[config.mk]
export PLATFORM = sky130hd
export DESIGN_NAME = timebase_gen
export DESIGN_NICKNAME = d
export VERILOG_FILES = /design/src/rtl/timebase_pkg.sv /design/src/rtl/tbase_wrap_counter.sv /design/src/rtl/tbase_sticky_flag.sv /design/src/rtl/tbase_pulse_stretch.sv /design/src/rtl/timebase_gen.sv
export SDC_FILE = /design/constraint.sdc
export NUM_CORES = 1
export LEC_CHECK = 0
export CORE_UTILIZATION = 65
export DETAILED_ROUTE_END_ITERATION = 8
export PLACE_DENSITY = 0.86
export SYNTH_ARGS = -nofsm -noshare
export SYNTH_HDL_FRONTEND = slang
export SYNTH_HIERARCHICAL = 1
export SYNTH_SLANG_ARGS = --single-unit
[constraint.sdc]
create_clock -name clk -period 6.2 [get_ports clk]
set_input_delay 1.55 -clock clk [delete_from_list [all_inputs] [get_ports clk]]
set_output_delay 1.55 -clock clk [all_outputs]
set_load 0.01 [all_outputs]
[src/rtl/timebase_pkg.sv]
// Package: shared register addresses and status bit positions for the
// timebase generator. Assumes a 16-bit register data path.
package timebase_pkg;

    localparam int REG_W = 16;

    typedef enum logic [1:0] {
        WA_ACC_PERIOD = 2'd0,
        WA_TIC_HIGH   = 2'd1,
        WA_TIC_LOW    = 2'd2,
        WA_SPARE      = 2'd3
    } wr_addr_e;

    typedef enum logic [1:0] {
        RA_MAIN_STATUS = 2'd0,
        RA_MEAS_STATUS = 2'd1,
        RA_SPARE2      = 2'd2,
        RA_SPARE3      = 2'd3
    } rd_addr_e;

    localparam int BIT_ACC_PEND  = 15;
    localparam int BIT_MEAS_MAIN = 14;
    localparam int BIT_MEAS_PEND = 15;

endpackage

[src/rtl/tbase_wrap_counter.sv]
// Wrapping interval counter with a shadowed period.
// Counts enable pulses from 0 to period-1. On the wrap it reloads its active
// period from next_period, unless next_period is zero (then the old one stays).
// Assumes INIT is nonzero.
module tbase_wrap_counter #(
    parameter int W = 16,
    parameter logic [W-1:0] INIT = W'(1)
) (
    input  logic         clk,
    input  logic         rst_n,
    input  logic         step,
    input  logic [W-1:0] next_period,
    output logic [W-1:0] count,
    output logic [W-1:0] period,
    output logic         wrap
);

    // Terminal-count detect on the enabled step.
    always_comb begin
        wrap = step && (count == period - W'(1));
    end

    // Advance the count; swap in the shadow period at the wrap.
    always_ff @(posedge clk) begin
        if (!rst_n) begin
            count  <= '0;
            period <= INIT;
        end else if (step) begin
            if (wrap) begin
                count <= '0;
                if (next_period != '0) begin
                    period <= next_period;
                end
            end else begin
                count <= count + W'(1);
            end
        end
    end

endmodule

[src/rtl/tbase_sticky_flag.sv]
// Sticky pending flag with clear-on-read.
// A set in the same clock as a clear wins, so no event is lost.
module tbase_sticky_flag (
    input  logic clk,
    input  logic rst_n,
    input  logic set,
    input  logic clr,
    output logic q
);

    // Hold the flag until cleared; a new event overrides the clear.
    always_ff @(posedge clk) begin
        if (!rst_n) begin
            q <= 1'b0;
        end else begin
            q <= set | (q & ~clr);
        end
    end

endmodule

[src/rtl/tbase_pulse_stretch.sv]
// Retriggerable pulse stretcher measured in enable pulses.
// A trigger loads LEN; each step then counts down while the count is nonzero.
// The output is high while the count is nonzero. Assumes LEN >= 1.
module tbase_pulse_stretch #(
    parameter int LEN = 8
) (
    input  logic clk,
    input  logic rst_n,
    input  logic trig,
    input  logic step,
    output logic active
);

    localparam int CW = $clog2(LEN + 1);
    localparam logic [CW-1:0] LOAD = CW'(LEN);

    logic [CW-1:0] remain;

    // Load on trigger, otherwise count down on each enabled step.
    always_ff @(posedge clk) begin
        if (!rst_n) begin
            remain <= '0;
        end else if (trig) begin
            remain <= LOAD;
        end else if (step && remain != '0) begin
            remain <= remain - CW'(1);
        end
    end

    // The pulse lasts while enables remain.
    always_comb begin
        active = (remain != '0);
    end

endmodule

[src/rtl/timebase_gen.sv]
// Top: programmable timebase generator.
// Two interval counters run on the sample enable. The accumulator counter drives
// a sticky interrupt. The TIC counter drives a one-clock strobe, a sticky
// measurement interrupt (at TIC and LEAD enables before it) and a time-mark
// pulse. Writes go to shadow registers; status reads clear the flags they
// report.
// Assumes: ACC_W <= 16, 16 < TIC_W <= 32, and nonzero defaults.
module timebase_gen #(
    parameter int ACC_W       = 16,
    parameter int TIC_W       = 20,
    parameter int ACC_DEFAULT = 2886,
    parameter int TIC_DEFAULT = 571428,
    parameter int LEAD        = 285714,
    parameter int MARK_LEN    = 5714
) (
    input  logic        clk,
    input  logic        rst_n,
    input  logic        samp_en,
    input  logic        wr_en,
    input  logic [1:0]  wr_addr,
    input  logic [15:0] wr_data,
    input  logic        rd_en,
    input  logic [1:0]  rd_addr,
    input  logic        meas_clr_sel,
    output logic [15:0] rd_data,
    output logic        accum_irq,
    output logic        tic_strobe,
    output logic        meas_irq,
    output logic        time_mark
);
    import timebase_pkg::*;

    localparam int HI_W = TIC_W - 16;
    localparam logic [ACC_W-1:0] ACC_INIT = ACC_W'(ACC_DEFAULT);
    localparam logic [TIC_W-1:0] TIC_INIT = TIC_W'(TIC_DEFAULT);
    localparam logic [TIC_W-1:0] LEAD_V   = TIC_W'(LEAD);

    logic [ACC_W-1:0] acc_shadow;
    logic [HI_W-1:0]  tic_hi_shadow;
    logic [15:0]      tic_lo_shadow;

    logic [ACC_W-1:0] acc_count, acc_period;
    logic [TIC_W-1:0] tic_count, tic_period;
    logic             acc_wrap, tic_wrap;
    logic             early_hit;
    logic [TIC_W-1:0] early_point;
    logic             rd_main, rd_meas, clr_meas;

    // Capture register writes into the shadow periods.
    always_ff @(posedge clk) begin
        if (!rst_n) begin
            acc_shadow    <= ACC_INIT;
            tic_hi_shadow <= TIC_INIT[TIC_W-1:16];
            tic_lo_shadow <= TIC_INIT[15:0];
        end else if (wr_en) begin
            unique case (wr_addr_e'(wr_addr))
                WA_ACC_PERIOD: acc_shadow    <= wr_data[ACC_W-1:0];
                WA_TIC_HIGH:   tic_hi_shadow <= wr_data[HI_W-1:0];
                WA_TIC_LOW:    tic_lo_shadow <= wr_data;
                default:       ;
            endcase
        end
    end

    tbase_wrap_counter #(.W(ACC_W), .INIT(ACC_INIT)) u_acc_cnt (
        .clk         (clk),
        .rst_n       (rst_n),
        .step        (samp_en),
        .next_period (acc_shadow),
        .count       (acc_count),
        .period      (acc_period),
        .wrap        (acc_wrap)
    );

    tbase_wrap_counter #(.W(TIC_W), .INIT(TIC_INIT)) u_tic_cnt (
        .clk         (clk),
        .rst_n       (rst_n),
        .step        (samp_en),
        .next_period ({tic_hi_shadow, tic_lo_shadow}),
        .count       (tic_count),
        .period      (tic_period),
        .wrap        (tic_wrap)
    );

    // Early-warning point: LEAD enables before the wrap, only if the period exceeds LEAD.
    always_comb begin
        early_point = tic_period - TIC_W'(1) - LEAD_V;
        early_hit   = samp_en && (tic_period > LEAD_V) && (tic_count == early_point);
    end

    // Decode which status read clears which flag.
    always_comb begin
        rd_main  = rd_en && (rd_addr_e'(rd_addr) == RA_MAIN_STATUS);
        rd_meas  = rd_en && (rd_addr_e'(rd_addr) == RA_MEAS_STATUS);
        clr_meas = meas_clr_sel ? rd_meas : rd_main;
    end

    tbase_sticky_flag u_acc_flag (
        .clk   (clk),
        .rst_n (rst_n),
        .set   (acc_wrap),
        .clr   (rd_main),
        .q     (accum_irq)
    );

    tbase_sticky_flag u_meas_flag (
        .clk   (clk),
        .rst_n (rst_n),
        .set   (tic_wrap | early_hit),
        .clr   (clr_meas),
        .q     (meas_irq)
    );

    // Register the TIC wrap into a one-clock strobe.
    always_ff @(posedge clk) begin
        if (!rst_n) begin
            tic_strobe <= 1'b0;
        end else begin
            tic_strobe <= tic_wrap;
        end
    end

    tbase_pulse_stretch #(.LEN(MARK_LEN)) u_mark (
        .clk    (clk),
        .rst_n  (rst_n),
        .trig   (tic_wrap),
        .step   (samp_en),
        .active (time_mark)
    );

    // Status word for the current read; zero when idle.
    always_comb begin
        rd_data = '0;
        if (rd_main) begin
            rd_data[BIT_ACC_PEND]  = accum_irq;
            rd_data[BIT_MEAS_MAIN] = meas_irq;
        end else if (rd_meas) begin
            rd_data[BIT_MEAS_PEND] = meas_irq;
        end
    end

endmodule

* After elaboration in Yosys (flattened, before gate mapping)
Cells that the tools add are included. Widths: inputs -> output; s select.
Word-level totals: bits in registers 124, latch bits 0, memory bits (writable) 0, bits in read-only memories 0, bits of input ports 26, output and inout bits 20, word-level logic and storage cells 60, memories 0
Cells by class: add/subtract/negate cells 6, $mul 0, divide/modulo/power cells 0, order comparisons 1, eq/ne operators 6, shift operators 0, mux-type cells 8, bitwise operators 8, reduce and logical (&&, ||, !) cells 19
Operators by type and width (count):
- $eq 20x20->1 | 2
- $mux 13 | 2
- $add 20x1->20 const B | 1
- $gt 20x19->1 const B | 1
- $mux 20 | 1
- $reduce_bool 20->1 | 1
- $sub 20x1->20 const B | 1
- $sub 20x19->20 const B | 1
- $add 16x1->16 const B | 1
- $eq 16x16->1 | 1
- $mux 16 | 1
- $reduce_bool 16->1 | 1
- $sub 16x1->16 const B | 1
- $reduce_bool 13->1 | 1
- $sub 13x1->13 const B | 1
- $logic_and 1x1->1 | 7
- $reduce_and 2->1 | 3
- $reduce_and 3->1 | 2
- $eq 2x1->1 const B | 2
- $logic_not 2->1 | 2
- $mux 1 | 4
- $not 1->1 | 3
- $or 1x1->1 | 3
- $and 1x1->1 | 2
- 3 further kinds | 3

* Depth between registers and ports, before layout
word-level depth 6, depth in mapped cells 14, mapped depth without buffers 13

* Modules after synthesis
The synthesis kept the hierarchy.
By module, submodules not included:
- tbase_wrap_counter at u_tic_cnt | instances 1, cells an instance 306, area each 2509.9 µm², seq. area each 800.8 µm²
- timebase_gen | instances 1, cells an instance 301, area each 2384.8 µm², seq. area each 740.7 µm²
- tbase_wrap_counter at u_acc_cnt | instances 1, cells an instance 246, area each 2063.2 µm², seq. area each 640.6 µm²
- tbase_pulse_stretch | instances 1, cells an instance 75, area each 695.7 µm², seq. area each 260.2 µm²
- tbase_sticky_flag | instances 2, cells an instance 3, area each 41.3 µm², seq. area each 20.0 µm²

* Least setup slack after synthesis
No wires, ideal clock.
kind in2out, start point in rd_addr[1], end point out rd_data[14], arrival time 2084 ps, setup slack 2566 ps, stages on the path 3, buffers on the path 0, path through nand2b_1 nor2_1 and2_1
On the way: longest elaborated chain between the ends 3
RTL lines:
- from (decl) | RTL line timebase_gen.sv:23 | input logic [1:0] rd_addr,
- $logic_not 2->1 | RTL line timebase_gen.sv:93 | rd_main = rd_en && (rd_addr_e'(rd_addr) == RA_MAIN_STATUS);
- $logic_and 1x1->1 | RTL line timebase_gen.sv:93
- net rd_main | RTL line timebase_gen.sv:47 | logic rd_main, rd_meas, clr_meas;
- $mux 1 | RTL line timebase_gen.sv:134 | if (rd_main) begin
- to (decl) | RTL line timebase_gen.sv:25 | output logic [15:0] rd_data,
The timed path passes the listed nets, and every way through them passes these cells.

* Worst setup path after layout
Ends and elaborated chain as after synthesis.

==> impl_metrics.py <==
metrics = {
    "run_status": {
        "outcome": "finished, final reports clean",
    },
    "synth": {
        "synth_top_family_by_area": "simple AND/OR/NAND/NOR gates",
        "yosys.cell_count.top_type": "nand2_1",
        "yosys-top-cells-area": "dfxtp_1 (32%), nand2_1 (7.0%), mux2i_1 (5.7%)",
        "yosys.area.top_type_share_pct": 32.1,
        "synth_seq_cells": 124,
        "synth_mux_area_share_pct": 5.69,
        "synth-edff-count": 0,
        "yosys.area_share.adder_pct": 1.13,
        "syn_inst": 934,
        "ys.warnings.count": 6,
        "ys_seq_area_share_pct": 32.1,
        "synthTopCellsByCount": "nand2_1 (144), dfxtp_1 (124), nor2_1 (71)",
        "synth_compound_area_share_pct": 13.6,
        "syn_avg_cell_area_um2": 8.28,
        "async_reset_ff_share_pct": 0,
        "yosysUniqueCellTypes": 83,
        "ys.flop_type": "dfxtp_1",
        "synth_area_mm2": 0.00774,
        "synth_top_area_cell": "dfxtp_1",
        "synthXorXnorAreaFrac_pct": 10.8,
        "synthSimpleGateAreaFrac_pct": 30.8,
    },
    "layout": {
        "layout.cells.non_filler": 1098,
        "postLayoutCellArea_mm2": 0.00854,
        "diodes": 0,
        "drive_gt1_share_pct": 8.17,
        "num-nets-final": 975,
        "fillCellCount": 818,
        "area_delta_synth_final_pct": 10.3,
    },
    "die": {
        "dieArea_mm2": 0.0123,
        "start_util_pct": 67.2,
        "pin_count": 46,
        "die_x_um": 111,
        "die_h_um": 111,
        "row_count": 39,
        "fp.coreArea_mm2": 0.0115,
    },
    "grt": {
        "grt_overflow": 0,
        "track_usage_pct": 29.5,
        "grt_max_degree": 69,
        "grt_pass1_vias": 6161,
        "grt_pass1_wl_um": 29700,
        "antenna_found_initial": 0,
    },
    "timing": {
        "period_share_pct": 73.8,
        "fmax_mhz": 219,
        "period_needed_ns": 4.57,
        "clock_skew_ns": 0.00679,
        "worst_slack_ns": 1.63,
        "totalNegativeSetupSlack_ns": 0,
        "finalSetupViolations": 0,
        "slew_headroom_pct": 28.0,
        "tightestPinTransition_ns": 1.08,
        "hold_viol": 0,
        "drv_slew": 0,
        "rsz0062_at_grt": "false",
    },
    "route": {
        "avgRoutedWirePerCell_um": 16.0,
        "drc_errors": 0,
        "vias": 6725,
        "finalWirelength_um": 17600,
        "drt_iter0_markers": 583,
        "first_pass_iters": 5,
        "drtAntennaViolNets": 0,
        "via_per_inst": 6.12,
    },
    "placement": {
        "dp.cells": 1066,
        "pre_cts_ws_ns": 1.51,
        "dpl_cell_area_mm2": 0.00794,
        "dp_hpwl_um": 12100,
        "portBuffers": 31,
        "gp_congestion": 0.908,
    },
    "pwr": {
        "leakage_nw": 3.10,
        "p_clk_share_pct": 44.5,
        "p_int_w": 0.00163,
        "p_sw_w": 0.000598,
        "pwr_density_cell_mw_per_mm2": 261,
        "p_seq_share_pct": 40.1,
        "vdd_drop_max_mv": 0.324,
        "combPwrFrac_pct": 15.4,
        "p_sw_share_pct": 26.8,
        "power_w": 0.00223,
    },
    "clock_network": {
        "cts_tree": "done",
        "post_cts_buffers": 0,
        "cts.sinks": 124,
        "cts_max_path_buffers": 2,
        "cts_resized": 0,
        "clk_pin_slew_worst_paths_ns": 0.06,
        "cts-buffers-inserted": 17,
        "htreeDepth": 4,
        "postCtsHoldBufs": 0,
        "clockRootBuffer": "clkbuf_16",
        "clk_latency_ns": 0.41,
    },
    "critical_path": {
        "critPathRequiredTime_ns": 4.65,
        "end_kind": "output port",
        "crit_type": "in2out",
        "crit_arrival_ns": 3.02,
        "crit_path_start_kind": "input port",
        "crit_fanout": 3,
    },
    "hold_path": {
        "hold_class": "reg2reg",
    },
    "run": {
        "cap_violations": 0,
    },
}
==> final cells by class <==
class / instances / area (um2) / share of cell area [%]
clock buffer: 20 / 467 / 5.47
clock inverter: 12 / 134 / 1.57
inverter: 21 / 78.8 / 0.923
multi-input combinational: 742 / 4850 / 56.8
sequential: 124 / 2480 / 29.1
tap: 143 / 179 / 2.10
timing repair buffer: 36 / 345 / 4.05
==> power groups by stage <==
| stage | Sequential (W) | Combinational [W] | Clock [W] |
|---|---|---|---|
| final | 0.000895 | 0.000343 | 0.000993 |
| after floorplan | 0.000893 | 0.000264 | 0 |
| after CTS | 0.000892 | 0.000341 | 0.00101 |
| after global placement | 0.000905 | 0.000332 | 0 |
| after detailed placement | 0.000909 | 0.000337 | 0 |
| after global routing | 0.000901 | 0.000381 | 0.00105 |
==> worst max-delay path: stages <==
cell and delay [ns]:
clkdlybuf4s50_1 0.38, nand2b_1 0.17, nor2_1 0.23, and2_1 0.16, clkdlybuf4s50_1 0.52
==> worst paths after layout <==
check / depth (start not counted) / end / from / slack [ns]
max reg2reg: 7 / u_tic_cnt/period[19] / u_tic_cnt/period[2] / 2.20
min reg2reg: 2 / u_acc_cnt/period[12] / acc_shadow[12] / 0.48
max: 5 / rd_data[14] / rd_addr[1] / 1.63
min: 2 / u_acc_cnt/period[12] / acc_shadow[12] / 0.48
==> layout by cell type (no fill, tap or decap), types with 20 or more instances in the layout <==
master and count:
nand2_1 144, dfxtp_1 124, nor2_1 71, xnor2_1 50, xor2_1 45, mux2i_1 44
nand3_1 35, nor2b_1 33, nor4_1 30, clkdlybuf4s50_1 30, a21boi_0 24, inv_1 20
==> flip-flops by register name (all words and copies together) (netlist names) <==
register and flops:
u_acc_cnt/period 16, u_acc_cnt/count 16, u_mark/remain 13, tic_hi_shadow 4, u_meas_flag/q 1, acc_shadow 16
tic_lo_shadow 16, tic_strobe 1, u_acc_flag/q 1, u_tic_cnt/period 20, u_tic_cnt/count 20
==> stage by stage <==
step / util [%] / hold slack [ns]
floorplan: - / 0.447
global placement: 68.9 / 0.460
detailed placement: 68.9 / 0.475
CTS: 74.1 / 0.485
global route: 74.1 / 0.504
finish: 74.1 / 0.481
==> cells by family after synthesis <==
logic type      count (synthesis)
compound gates                136
xor+xnor                       95
fa+ha+maj                       7
buf+inv                        81
flops                         124
mux                            44
other cells                     1
simple gates                  446
==> layer usage <==
layer,vias up,wire length [um],global-route usage [%]
met4,0,339,9.55
li1,3312,-,-
met5,-,0,0
met1,3176,8100,39.0
met3,28,876,6.23
met2,209,8300,47.9
No activity file was read; power rests on OpenSTA's default activity.
